==> config.mk <==
export PLATFORM = sky130hd
export DESIGN_NAME = synth_init_seq
export DESIGN_NICKNAME = d
export VERILOG_FILES = /design/src/rtl/synth_seq_pkg.sv /design/src/rtl/word_bank.sv /design/src/rtl/ser_shifter.sv /design/src/rtl/settle_timer.sv /design/src/rtl/seq_ctrl.sv /design/src/rtl/synth_init_seq.sv
export SDC_FILE = /design/constraint.sdc
export NUM_CORES = 1
export LEC_CHECK = 0
export BUFFER_PORTS_ARGS = -buffer_cell sky130_fd_sc_hd__buf_2
export CAP_MARGIN = 10
export CORE_MARGIN = 2
export CORE_UTILIZATION = 44
export CTS_CLUSTER_DIAMETER = 60
export CTS_CLUSTER_SIZE = 25
export DETAILED_ROUTE_END_ITERATION = 7
export GPL_TIMING_DRIVEN = 0
export REMOVE_ABC_BUFFERS = 1
export SLEW_MARGIN = 20
export SYNTH_ARGS = -nofsm -noshare
export SYNTH_HDL_FRONTEND = slang
export SYNTH_SLANG_ARGS = --single-unit
==> constraint.sdc <==
create_clock -name clk -period 2.7 [get_ports clk]
set_input_delay 0.135 -clock clk [delete_from_list [all_inputs] [get_ports clk]]
set_output_delay 0.135 -clock clk [all_outputs]
set_load 0.02 [all_outputs]
==> src/rtl/synth_seq_pkg.sv <==
// Shared types for the synthesizer power-up sequencer.
// Assumes three configuration words, indexed in their transmit order.
package synth_seq_pkg;

    typedef enum logic [3:0] {
        ST_IDLE, ST_SHIFT_R, ST_LATCH_R, ST_SHIFT_C, ST_LATCH_C,
        ST_WAIT, ST_SHIFT_N, ST_LATCH_N, ST_DONE
    } seq_state_t;

    typedef enum logic [1:0] {
        SM_IDLE, SM_SHIFT, SM_LATCH
    } ser_mode_t;

    // Word index doubles as the transmit position.
    localparam logic [1:0] WSEL_REF = 2'd0;
    localparam logic [1:0] WSEL_CTL = 2'd1;
    localparam logic [1:0] WSEL_FB  = 2'd2;

endpackage

==> src/rtl/word_bank.sv <==
// Holds the configuration words captured when a pass starts.
// Assumes words_in is packed with word 0 in the low bits. In the load
// cycle the selected word is passed straight through, so that a shift
// launched in the same cycle sees the new value.
module word_bank #(
    parameter int WORD_W = 24,
    parameter int NWORDS = 3
) (
    input  logic                     clk,
    input  logic                     rst_n,
    input  logic                     load,
    input  logic [NWORDS*WORD_W-1:0] words_in,
    input  logic [1:0]               sel,
    output logic [WORD_W-1:0]        word_out
);

    logic [NWORDS-1:0][WORD_W-1:0] store;

    for (genvar i = 0; i < NWORDS; i++) begin : g_slot
        // Capture one word slot when a pass is accepted.
        always_ff @(posedge clk) begin
            if (!rst_n)
                store[i] <= '0;
            else if (load)
                store[i] <= words_in[i*WORD_W +: WORD_W];
        end
    end

    // Select the word for the shifter, bypassing during load.
    always_comb begin
        word_out = '0;
        for (int i = 0; i < NWORDS; i++) begin
            if (sel == 2'(i))
                word_out = load ? words_in[i*WORD_W +: WORD_W] : store[i];
        end
    end

    // stored words only change on an accepted start
    p_bank_hold_r9: assert property (@(posedge clk) disable iff (!rst_n)
        !load |=> store == $past(store));

endmodule

==> src/rtl/ser_shifter.sv <==
// Serializer for the three-wire configuration port.
// A shift command sends one word MSB first. Data changes when the serial
// clock falls and is stable across its rise. A latch command raises the
// latch strobe for one serial period. op_done pulses one cycle after
// either operation ends. Assumes commands arrive only while idle.
module ser_shifter
    import synth_seq_pkg::*;
#(
    parameter int WORD_W     = 24,
    parameter int SCLK_HALF  = 2
) (
    input  logic              clk,
    input  logic              rst_n,
    input  logic              cmd_shift,
    input  logic              cmd_latch,
    input  logic [WORD_W-1:0] word,
    output logic              sclk,
    output logic              sdata,
    output logic              le,
    output logic              op_done
);

    localparam int PER   = 2 * SCLK_HALF;
    localparam int PER_W = (PER > 2) ? $clog2(PER) : 1;
    localparam int BIT_W = $clog2(WORD_W);
    localparam logic [PER_W-1:0] LAST_TICK = PER_W'(PER - 1);
    localparam logic [PER_W-1:0] HALF_TICK = PER_W'(SCLK_HALF);
    localparam logic [BIT_W-1:0] LAST_BIT  = BIT_W'(WORD_W - 1);

    ser_mode_t          mode;
    logic [PER_W-1:0]   tick;
    logic [BIT_W-1:0]   bitn;
    logic [WORD_W-1:0]  sreg;

    // Step through bit periods and latch periods, reporting completion.
    always_ff @(posedge clk) begin
        if (!rst_n) begin
            mode    <= SM_IDLE;
            tick    <= '0;
            bitn    <= '0;
            sreg    <= '0;
            op_done <= 1'b0;
        end else begin
            op_done <= 1'b0;
            case (mode)
                SM_IDLE: begin
                    tick <= '0;
                    bitn <= '0;
                    if (cmd_shift) begin
                        sreg <= word;
                        mode <= SM_SHIFT;
                    end else if (cmd_latch) begin
                        mode <= SM_LATCH;
                    end
                end
                SM_SHIFT: begin
                    if (tick == LAST_TICK) begin
                        tick <= '0;
                        if (bitn == LAST_BIT) begin
                            mode    <= SM_IDLE;
                            op_done <= 1'b1;
                        end else begin
                            bitn <= bitn + 1'b1;
                            sreg <= {sreg[WORD_W-2:0], 1'b0};
                        end
                    end else begin
                        tick <= tick + 1'b1;
                    end
                end
                SM_LATCH: begin
                    if (tick == LAST_TICK) begin
                        tick    <= '0;
                        mode    <= SM_IDLE;
                        op_done <= 1'b1;
                    end else begin
                        tick <= tick + 1'b1;
                    end
                end
                default: mode <= SM_IDLE;
            endcase
        end
    end

    // Decode port levels from the current mode and phase.
    assign sclk  = (mode == SM_SHIFT) && (tick >= HALF_TICK);
    assign sdata = (mode == SM_SHIFT) && sreg[WORD_W-1];
    assign le    = (mode == SM_LATCH);

    // strobe and serial clock never high together
    p_le_sclk_excl_r3: assert property (@(posedge clk) disable iff (!rst_n)
        !(le && sclk));
    // data does not move on a serial clock rise
    p_data_stable_r2: assert property (@(posedge clk) disable iff (!rst_n)
        $rose(sclk) |-> $stable(sdata));
    // no command accepted while an operation runs
    p_cmd_idle_r3: assert property (@(posedge clk) disable iff (!rst_n)
        (cmd_shift || cmd_latch) |-> mode == SM_IDLE);

endmodule

==> src/rtl/settle_timer.sv <==
// Down-counter for the oscillator settling interval.
// Loaded with the long or short cycle count, then counts to zero and
// holds there. expired reports the zero count.
module settle_timer #(
    parameter int LONG_CYC  = 2500000,
    parameter int SHORT_CYC = 150000
) (
    input  logic clk,
    input  logic rst_n,
    input  logic load,
    input  logic long_sel,
    output logic expired
);

    localparam int CNT_W = $clog2(LONG_CYC + 1);

    logic [CNT_W-1:0] cnt;

    // Load the selected interval, then count down to zero.
    always_ff @(posedge clk) begin
        if (!rst_n)
            cnt <= '0;
        else if (load)
            cnt <= long_sel ? CNT_W'(LONG_CYC) : CNT_W'(SHORT_CYC);
        else if (cnt != '0)
            cnt <= cnt - 1'b1;
    end

    assign expired = (cnt == '0);

    // an idle timer never wraps
    p_timer_hold_r4: assert property (@(posedge clk) disable iff (!rst_n)
        (expired && !load) |=> expired);

endmodule

==> src/rtl/seq_ctrl.sv <==
// Step controller: orders the three word transfers and the settling wait.
// Accepts start only when idle, samples the capacitor and skip choices
// at that moment, and issues one command to the serializer per step.
module seq_ctrl
    import synth_seq_pkg::*;
(
    input  logic       clk,
    input  logic       rst_n,
    input  logic       start,
    input  logic       cap_sel,
    input  logic       skip_wait,
    input  logic       op_done,
    input  logic       wait_over,
    output logic       cmd_shift,
    output logic       cmd_latch,
    output logic [1:0] word_sel,
    output logic       bank_load,
    output logic       timer_load,
    output logic       timer_long,
    output logic       busy,
    output logic       done
);

    seq_state_t state, nxt;
    logic       skip_q;
    logic       cap_q;

    // Advance the step and record the pass options on acceptance.
    always_ff @(posedge clk) begin
        if (!rst_n) begin
            state  <= ST_IDLE;
            skip_q <= 1'b0;
            cap_q  <= 1'b0;
        end else begin
            state <= nxt;
            if (bank_load) begin
                skip_q <= skip_wait;
                cap_q  <= cap_sel;
            end
        end
    end

    // Choose the next step and the command launched on the way into it.
    always_comb begin
        nxt        = state;
        cmd_shift  = 1'b0;
        cmd_latch  = 1'b0;
        word_sel   = WSEL_REF;
        bank_load  = 1'b0;
        timer_load = 1'b0;
        case (state)
            ST_IDLE: if (start) begin
                nxt       = ST_SHIFT_R;
                cmd_shift = 1'b1;
                bank_load = 1'b1;
            end
            ST_SHIFT_R: if (op_done) begin
                nxt       = ST_LATCH_R;
                cmd_latch = 1'b1;
            end
            ST_LATCH_R: if (op_done) begin
                nxt       = ST_SHIFT_C;
                cmd_shift = 1'b1;
                word_sel  = WSEL_CTL;
            end
            ST_SHIFT_C: if (op_done) begin
                nxt       = ST_LATCH_C;
                cmd_latch = 1'b1;
            end
            ST_LATCH_C: if (op_done) begin
                if (skip_q) begin
                    nxt       = ST_SHIFT_N;
                    cmd_shift = 1'b1;
                    word_sel  = WSEL_FB;
                end else begin
                    nxt        = ST_WAIT;
                    timer_load = 1'b1;
                end
            end
            ST_WAIT: if (wait_over) begin
                nxt       = ST_SHIFT_N;
                cmd_shift = 1'b1;
                word_sel  = WSEL_FB;
            end
            ST_SHIFT_N: if (op_done) begin
                nxt       = ST_LATCH_N;
                cmd_latch = 1'b1;
            end
            ST_LATCH_N: if (op_done) nxt = ST_DONE;
            ST_DONE:    nxt = ST_IDLE;
            default:    nxt = ST_IDLE;
        endcase
    end

    assign timer_long = cap_q;
    assign busy       = (state != ST_IDLE) && (state != ST_DONE);
    assign done       = (state == ST_DONE);

    // control word shift only follows the reference latch
    p_order_ctl_r1: assert property (@(posedge clk) disable iff (!rst_n)
        (state == ST_SHIFT_C && $past(state) != ST_SHIFT_C) |-> $past(state) == ST_LATCH_R);
    // feedback word shift only follows the control latch or the wait
    p_order_fb_r1: assert property (@(posedge clk) disable iff (!rst_n)
        (state == ST_SHIFT_N && $past(state) != ST_SHIFT_N)
            |-> ($past(state) == ST_WAIT || $past(state) == ST_LATCH_C));
    // the wait is left only once the timer has expired
    p_wait_exit_r4: assert property (@(posedge clk) disable iff (!rst_n)
        (state == ST_WAIT && !wait_over) |=> state == ST_WAIT);
    // done lasts a single cycle
    p_done_pulse_r7: assert property (@(posedge clk) disable iff (!rst_n)
        done |=> !done);
    // a running pass cannot be restarted
    p_no_restart_r8: assert property (@(posedge clk) disable iff (!rst_n)
        (state != ST_IDLE && state != ST_SHIFT_R) |=> state != ST_SHIFT_R);

endmodule

==> src/rtl/synth_init_seq.sv <==
// Top of the synthesizer power-up sequencer.
// Sends three configuration words over a three-wire port with a settling
// wait after the control word. The wait is derived from the system clock
// frequency in kHz: 10 ms for the large capacitor, 600 us for the small one.
module synth_init_seq #(
    parameter int WORD_W      = 24,
    parameter int SCLK_HALF   = 2,
    parameter int SYS_CLK_KHZ = 250000
) (
    input  logic              clk,
    input  logic              rst_n,
    input  logic              start,
    input  logic              cap_sel,
    input  logic              skip_wait,
    input  logic [WORD_W-1:0] ref_word,
    input  logic [WORD_W-1:0] ctl_word,
    input  logic [WORD_W-1:0] fb_word,
    output logic              ser_clk,
    output logic              ser_data,
    output logic              ser_le,
    output logic              busy,
    output logic              done
);

    localparam int NWORDS    = 3;
    localparam int LONG_CYC  = SYS_CLK_KHZ * 10;
    localparam int SHORT_CYC = (SYS_CLK_KHZ * 3) / 5;

    logic              cmd_shift, cmd_latch, op_done;
    logic              bank_load, timer_load, timer_long, wait_over;
    logic [1:0]        word_sel;
    logic [WORD_W-1:0] cur_word;

    seq_ctrl u_ctrl (
        .clk        (clk),
        .rst_n      (rst_n),
        .start      (start),
        .cap_sel    (cap_sel),
        .skip_wait  (skip_wait),
        .op_done    (op_done),
        .wait_over  (wait_over),
        .cmd_shift  (cmd_shift),
        .cmd_latch  (cmd_latch),
        .word_sel   (word_sel),
        .bank_load  (bank_load),
        .timer_load (timer_load),
        .timer_long (timer_long),
        .busy       (busy),
        .done       (done)
    );

    word_bank #(.WORD_W(WORD_W), .NWORDS(NWORDS)) u_bank (
        .clk      (clk),
        .rst_n    (rst_n),
        .load     (bank_load),
        .words_in ({fb_word, ctl_word, ref_word}),
        .sel      (word_sel),
        .word_out (cur_word)
    );

    ser_shifter #(.WORD_W(WORD_W), .SCLK_HALF(SCLK_HALF)) u_ser (
        .clk       (clk),
        .rst_n     (rst_n),
        .cmd_shift (cmd_shift),
        .cmd_latch (cmd_latch),
        .word      (cur_word),
        .sclk      (ser_clk),
        .sdata     (ser_data),
        .le        (ser_le),
        .op_done   (op_done)
    );

    settle_timer #(.LONG_CYC(LONG_CYC), .SHORT_CYC(SHORT_CYC)) u_timer (
        .clk      (clk),
        .rst_n    (rst_n),
        .load     (timer_load),
        .long_sel (timer_long),
        .expired  (wait_over)
    );

    // busy and done never overlap
    p_busy_done_r7: assert property (@(posedge clk) disable iff (!rst_n)
        !(busy && done));

endmodule

==> run summary, run 1 <==
Worst setup path
- setup slack, reg-to-reg: 0.14 ns
- Data required, critical path: 3.00 ns
- R2R depth: 7
- maximum fanout along the worst path: 62
- launch instance of the worst register-to-register path: u_ctrl.state[0]$_SDFFE_PN0P_
- startpoint type of the worst setup path: register
- CP Data Arrival Time: 2.86 ns
- sort of element at the end of the critical path: register
- Critical Setup Path Class: reg2reg
- RR Endpoint: u_ser.sreg[12]$_SDFFE_PN0P_

Clocking
- clock slew at the register clock pins of the worst setup and hold paths: 0.05 ns
- Sinks on Clock Net: 119
- number of H-tree levels: 4
- total clock buffers created by CTS: 17
- Clock Path Buffers: 2
- clock tree from TritonCTS: built
- CTS Root Cell: sky130_fd_sc_hd__clkbuf_16
- latest clock arrival within the worst-skew pair: 0.42 ns

Cells and area
- fraction of final layout cells sized beyond drive strength 1: 20.0%
- combined flip-flop and latch cell area: 0.00238 mm²
- multi-input gate area in the final layout: 0.00295 mm²
- Antenna diodes: 0
- layout overhead on the synthesized area: 34.1%
- final standard cell utilization of the core: 60.8%
- number of filler cells placed in the layout: 1070
- number of nets in the final layout: 857

Status
- status: finished clean

Timing
- Achievable Freq: 390 MHz
- final setup violating endpoints: 0
- largest clock skew in the final design: 0.0119 ns
- Hold Vio Cnt, Final: 0
- worst-case headroom to the max-slew limit: 42.1%
- transition time at the pin with the least slew margin: 0.868 ns
- Period Utilization, post-route: 94.9%
- unrepaired setup endpoints after global routing: no
- final worst hold slack: 0.00824 ns
- Pins Over Slew Limit: 0
- final critical-path required period: 2.56 ns

Global route
- number of global-route vias before repair: 4849
- total global-route track usage: 22.0%
- initial antenna violation count: 0
- GR Overflow Total: 0
- first-pass GRT wire length: 23100 µm
- largest net degree at the start of global routing: 77

Hold path
- Worst Hold Endpoint: u_bank.store[62]$_SDFF_PN0_
- cell count of the worst hold path: 3
- worst hold path type: in2reg
- worst hold path startpoint: fb_word[14]

Floorplan
- number of ports placed on the die boundary: 82
- die height: 116 µm
- standard cell core area: 0.0121 mm²
- Row Count: 40
- die area: 0.0134 mm²
- Die Span X: 116 µm
- starting utilization of the core area: 45.4%

Synth
- commonest cells in the netlist: sky130_fd_sc_hd__dfxtp_1, sky130_fd_sc_hd__nand2_1, sky130_fd_sc_hd__nor2_1
- most used flip-flop cell after synthesis: sky130_fd_sc_hd__dfxtp_1
- synthesized area: 0.00549 mm²
- area fraction in and, or, nand and nor cells after synthesis: 22.8%
- post-synthesis xor/xnor area fraction: 3.51%
- Compound-Gate Fraction of Synth Area: 16.2%
- post-synthesis adder-cell area fraction: 2.05%
- mux cell area share after synthesis: 7.79%
- share of the synthesized area in the top cell type: 43.4%
- count leader, synth: sky130_fd_sc_hd__dfxtp_1
- sequential share of the synthesized area: 43.4%
- mean instance size in the synthesized netlist: 8.54 µm²
- number of enable-type register cells in the synthesized netlist: 0
- largest cells by area after synthesis: sky130_fd_sc_hd__dfxtp_1, sky130_fd_sc_hd__nand2_1, sky130_fd_sc_hd__mux2i_1, sky130_fd_sc_hd__a21oi_1, sky130_fd_sc_hd__nor2_1
- fraction of synthesis flops using an asynchronous set or reset pin: 0%
- count of state elements after synthesis: 119
- post-synth top area cell: sky130_fd_sc_hd__dfxtp_1
- number of warnings issued by yosys: 0
- count of mapped cells out of synthesis: 643
- Unique masters post-synth: 59
- main combinational cell family by area after synthesis: simple AND/OR/NAND/NOR gates

Detailed routing
- Antenna Nets Post-Route: 0
- first-iteration detailed-routing DRC count: 380
- number of iterations in the first detailed-routing pass: 4
- DRT Wirelength: 14600 µm
- wire length per cell: 15.3 µm
- detailed-route via count: 5085
- routed via count divided by cell count: 5.34
- Remaining DRCs: 0

Pwr
- ratio of total power to cell area: 1010 mW/mm²
- leakage component of the power: 3.08 nW
- peak supply drop: 0.441 mV

Placement
- routability congestion estimate from global placement: 0.767
- half-perimeter wire length after detailed placement: 8660 µm
- quantity of I/O buffers inserted on ports: 81

Run
- Max Cap Violations: 0

==> metal layers <==
layer / wire (µm) / GRT usage, % / up-vias
met2: 7160 / 37.8 / 123
li1: - / - / 2518
met4: 214 / 7.62 / 0
met3: 603 / 4.86 / 19
met5: 0 / 0 / -
met1: 6630 / 27.2 / 2425
==> cell usage in the layout (no fill, tap or decap), types with 3 or more instances in the layout <==
master                            n
sky130_fd_sc_hd__o21ai_0         20
sky130_fd_sc_hd__nand3_1         12
sky130_fd_sc_hd__a221o_1         13
sky130_fd_sc_hd__clkbuf_1         4
sky130_fd_sc_hd__nand2_1        112
sky130_fd_sc_hd__bufinv_16        3
sky130_fd_sc_hd__nand4b_1         3
sky130_fd_sc_hd__or2_2           12
sky130_fd_sc_hd__or3_1            3
sky130_fd_sc_hd__a21o_1          10
sky130_fd_sc_hd__and4b_1          3
sky130_fd_sc_hd__nor4_1           3
sky130_fd_sc_hd__buf_4            5
sky130_fd_sc_hd__xor2_1          16
sky130_fd_sc_hd__nor3_1           5
sky130_fd_sc_hd__dlygate4sd3_1   58
sky130_fd_sc_hd__o221ai_1         3
sky130_fd_sc_hd__ha_1             8
sky130_fd_sc_hd__clkinv_2         5
sky130_fd_sc_hd__buf_2           81
sky130_fd_sc_hd__nand3_2          4
sky130_fd_sc_hd__a31oi_1         15
sky130_fd_sc_hd__nor2b_1          5
sky130_fd_sc_hd__dfxtp_1        119
sky130_fd_sc_hd__mux2i_1         36
sky130_fd_sc_hd__nor2_1          61
sky130_fd_sc_hd__nand4_1         10
sky130_fd_sc_hd__xnor2_1          6
sky130_fd_sc_hd__buf_12           3
sky130_fd_sc_hd__and2_1           3
sky130_fd_sc_hd__nand2b_1         9
sky130_fd_sc_hd__a32o_1           9
sky130_fd_sc_hd__inv_1           11
sky130_fd_sc_hd__clkbuf_16       19
sky130_fd_sc_hd__a21oi_1         47
==> worst max path at each step <==
stage                                 start                     endpoint  cells after the start
2_1_floorplan  u_ctrl.state[0]$_SDFFE_PN0P_  u_ser.sreg[11]$_SDFFE_PN0P_                      6
3_3_place_gp   u_ctrl.state[0]$_SDFFE_PN0P_  u_ser.sreg[19]$_SDFFE_PN0P_                      6
3_5_place_dp    u_timer.cnt[0]$_SDFFE_PN0P_  u_ser.sreg[11]$_SDFFE_PN0P_                      9
4_1_cts        u_ctrl.state[0]$_SDFFE_PN0P_  u_ser.sreg[12]$_SDFFE_PN0P_                      7
5_1_grt         u_timer.cnt[0]$_SDFFE_PN0P_  u_ser.sreg[17]$_SDFFE_PN0P_                     10
6_report       u_ctrl.state[0]$_SDFFE_PN0P_  u_ser.sreg[12]$_SDFFE_PN0P_                      7
==> power breakdown <==
group / internal (mW) / switching [mW]
Sequential: 2.19 / 0.316
Clock: 1.49 / 0.791
Combinational: 1.16 / 1.48
==> critical path, cell delays in order, from the launching register on <==
cell and delay (ns):
sky130_fd_sc_hd__dfxtp_1 0.42, sky130_fd_sc_hd__nor2_2 0.33, sky130_fd_sc_hd__and3_4 0.31, sky130_fd_sc_hd__buf_16 0.26
sky130_fd_sc_hd__mux4_2 0.56, sky130_fd_sc_hd__nand2_1 0.09, sky130_fd_sc_hd__o211ai_1 0.13, sky130_fd_sc_hd__a32o_1 0.30
==> kinds of logic after synthesis <==
logic type	after synthesis
buffers and inverters	55
adders and majority gates	9
xor gates and xnor gates	22
AOI/OAI and AO/OA	135
DFF	119
muxes	40
and+or+nand+nor	263
==> final cells by class <==
class / instances / share of cell area (%)
flip-flops and latches: 119 / 32.3
multi-input cells: 470 / 40.0
inverters: 12 / 0.645
clock inverters: 9 / 1.68
clock buffers: 23 / 6.35
well taps: 168 / 2.85
repair buffers: 151 / 16.1
==> state kept, by name, summed over array words and instances (netlist names) <==
name,flops
u_ser.bitn,5
u_timer.cnt,22
u_ser.tick,2
u_ser.sreg,24
u_ctrl.skip_q,1
u_ser.op_done,1
u_ctrl.timer_long,1
u_bank.store,57
u_ser.mode,2
u_ctrl.state,4
==> through the flow <==
step                      total power [mW]  setup slack, ns  area [µm²]  TNS [ns]  cells
after floorplan                       4.30            -1.08        5300    -36.47    600
final                                 7.43            0.138        7370         0    952
after global routing                  7.89         0.000557        7370         0    952
after global placement                4.82            -2.29        5920   -120.03    849
after detailed placement              4.92           -0.234        6030     -3.78    853
after CTS                             7.31          0.00560        7250         0    947
==> timing repair <==
item,4_1_cts,5_1_grt
setup buffers,4,2
hold endpoints to repair,58,0
cloned,0,3
gates resized for setup,2,11
hold buffers,58,0
pin swaps,3,2
endpoints found under the setup margin,24,27
No activity file was read; power rests on OpenSTA's default activity.
==> inputs of run 2 (changes only) <==
- CTS_CLUSTER_SIZE: 25 -> 28
- MAX_ROUTING_LAYER: default -> met4
- PLACE_DENSITY: default -> 0.68
==> run summary, run 2 (synthesized netlist as in run 1, its figures left out) <==
Clocking
- total clock buffers created by CTS: 17
- clock tree from TritonCTS: built
- CTS Root Cell: sky130_fd_sc_hd__clkbuf_16
- Clock Path Buffers: 2
- number of H-tree levels: 4
- Sinks on Clock Net: 119
- latest clock arrival within the worst-skew pair: 0.41 ns
- clock slew at the register clock pins of the worst setup and hold paths: 0.05 ns

Timing
- transition time at the pin with the least slew margin: 0.829 ns
- Achievable Freq: 386 MHz
- final setup violating endpoints: 0
- Period Utilization, post-route: 96.0%
- Pins Over Slew Limit: 0
- final worst slack: 0.107 ns
- final critical-path required period: 2.59 ns
- unrepaired setup endpoints after global routing: no
- worst-case headroom to the max-slew limit: 44.7%
- Hold Vio Cnt, Final: 0
- largest clock skew in the final design: 0.00880 ns

Run
- Max Cap Violations: 0

Cells and area
- most flop-heavy register: u_bank.store
- most frequent cells in the layout: sky130_fd_sc_hd__dfxtp_1, sky130_fd_sc_hd__nand2_1, sky130_fd_sc_hd__buf_2
- most common cell after layout, fill and taps aside: sky130_fd_sc_hd__dfxtp_1
- Largest register FFs: 57
- registers with the most flip-flops: u_bank.store (57), u_ser.sreg (24), u_timer.cnt (22)
- layout overhead on the synthesized area: 34.5%
- fraction of final layout cells sized beyond drive strength 1: 20.6%
- Antenna diodes: 0
- number of nets in the final layout: 853
- Finished Cell Area: 0.00739 mm²

Worst setup path
- launch instance of the worst register-to-register path: u_timer.cnt[0]$_SDFFE_PN0P_
- Critical Setup Path Class: reg2reg
- startpoint type of the worst setup path: register
- RR Endpoint: u_ser.sreg[8]$_SDFFE_PN0P_
- CP Data Arrival Time: 2.94 ns
- setup slack, reg-to-reg: 0.11 ns
- sort of element at the end of the critical path: register
- R2R depth: 10
- Data required, critical path: 3.05 ns
- maximum fanout along the worst path: 19

Pwr
- leakage component of the power: 3.09 nW
- ratio of total power to cell area: 1040 mW/mm²
- fraction of power consumed by sequential logic: 32.7%
- Clk pwr share: 33.4%
- Switching Share: 33.4%
- total power: 7.70 mW
- Combinational Power Share: 33.9%
- peak supply drop: 0.826 mV
- internal power component: 5.13 mW
- switching pwr: 2.57 mW

Global route
- largest net degree at the start of global routing: 77
- GR Overflow Total: 0
- first-pass GRT wire length: 22500 µm
- initial antenna violation count: 0
- total global-route track usage: 22.0%
- number of global-route vias before repair: 4860

Detailed routing
- first-iteration detailed-routing DRC count: 345
- Remaining DRCs: 0
- wire length per cell: 14.9 µm
- DRT Wirelength: 14100 µm
- Antenna Nets Post-Route: 0
- routed via count divided by cell count: 5.31
- detailed-route via count: 5033
- number of iterations in the first detailed-routing pass: 5

Placement
- half-perimeter wire length after detailed placement: 8590 µm
- quantity of I/O buffers inserted on ports: 81
- pre-CTS setup slack: -0.245 ns
- area of placed instances: 0.00604 mm²
- routability congestion estimate from global placement: 0.850

Floorplan
- die height: 116 µm
- number of ports placed on the die boundary: 82
- standard cell core area: 0.0121 mm²
- Row Count: 40
- Die Span X: 116 µm
- starting utilization of the core area: 45.4%
- die area: 0.0134 mm²

Hold path
- worst hold path type: in2reg
- worst hold path startpoint: fb_word[11]
- Worst Hold Endpoint: u_bank.store[59]$_SDFF_PN0_
- cell count of the worst hold path: 3

Status
- status: finished clean

run 2: worst max-delay path by stage:
stage                                             from  cells past startpoint                           to
after floorplan           u_ctrl.state[0]$_SDFFE_PN0P_                      6  u_ser.sreg[11]$_SDFFE_PN0P_
after global placement    u_ctrl.state[0]$_SDFFE_PN0P_                      6  u_ser.sreg[14]$_SDFFE_PN0P_
after detailed placement   u_timer.cnt[0]$_SDFFE_PN0P_                      9   u_ser.sreg[6]$_SDFFE_PN0P_
after CTS                 u_ctrl.state[0]$_SDFFE_PN0P_                      7  u_ser.sreg[13]$_SDFFE_PN0P_
after global routing       u_timer.cnt[0]$_SDFFE_PN0P_                     10   u_ser.sreg[8]$_SDFFE_PN0P_
final                      u_timer.cnt[0]$_SDFFE_PN0P_                     10   u_ser.sreg[8]$_SDFFE_PN0P_
run 2: metrics by stage:
step,cells,util [%],hold slack [ns],setup TNS (ns)
finish,948,61.0,0.00751,0
global route,948,61.0,0.0277,0
CTS,941,60.2,0.00218,0
detailed placement,853,49.9,0.383,-3.64
global placement,849,48.9,0.378,-109.60
floorplan,600,-,0.252,-36.47
run 2: power by group through the flow:
stage	sequential [mW]	clock, mW	combinational, mW
CTS	2.50	2.60	2.49
global route	2.57	2.69	2.91
floorplan	2.45	0	1.84
global placement	2.51	0	2.27
detailed placement	2.53	0	2.39
finish	2.52	2.57	2.61
run 2: what timing repair did:
action	in CTS	in global routing
gates cloned	0	2
endpoints found under the setup margin	24	27
setup buffers	4	5
resized for setup	1	10
hold buffers	52	0
hold endpoints to repair	52	0
pin swaps	3	2
run 2: worst max-delay path: stages, from the launching register on:
cell                      delay, ns
sky130_fd_sc_hd__dfxtp_1       0.34
sky130_fd_sc_hd__inv_1         0.10
sky130_fd_sc_hd__ha_1          0.18
sky130_fd_sc_hd__or3b_2        0.50
sky130_fd_sc_hd__nor4b_4       0.27
sky130_fd_sc_hd__a21oi_4       0.11
sky130_fd_sc_hd__buf_16        0.17
sky130_fd_sc_hd__a32o_2        0.33
sky130_fd_sc_hd__nor3_4        0.22
sky130_fd_sc_hd__buf_12        0.17
sky130_fd_sc_hd__a221o_1       0.15
run 2: cell type report:
cell class / count / area [µm²]
inverter: 12 / 47.5
clock inverter: 11 / 218
clock buffer: 21 / 460
sequential: 119 / 2380
tap: 168 / 210
timing repair buffer: 147 / 1130
multi-input combinational: 470 / 2940
fill: 1042 / 4720
run 2: layer usage:
layer,part of all wire (%),global-route usage (%)
met1,44,26.2
met2,49,36.7
met3,4.6,4.71
met4,1.8,8.57
met5,0,-
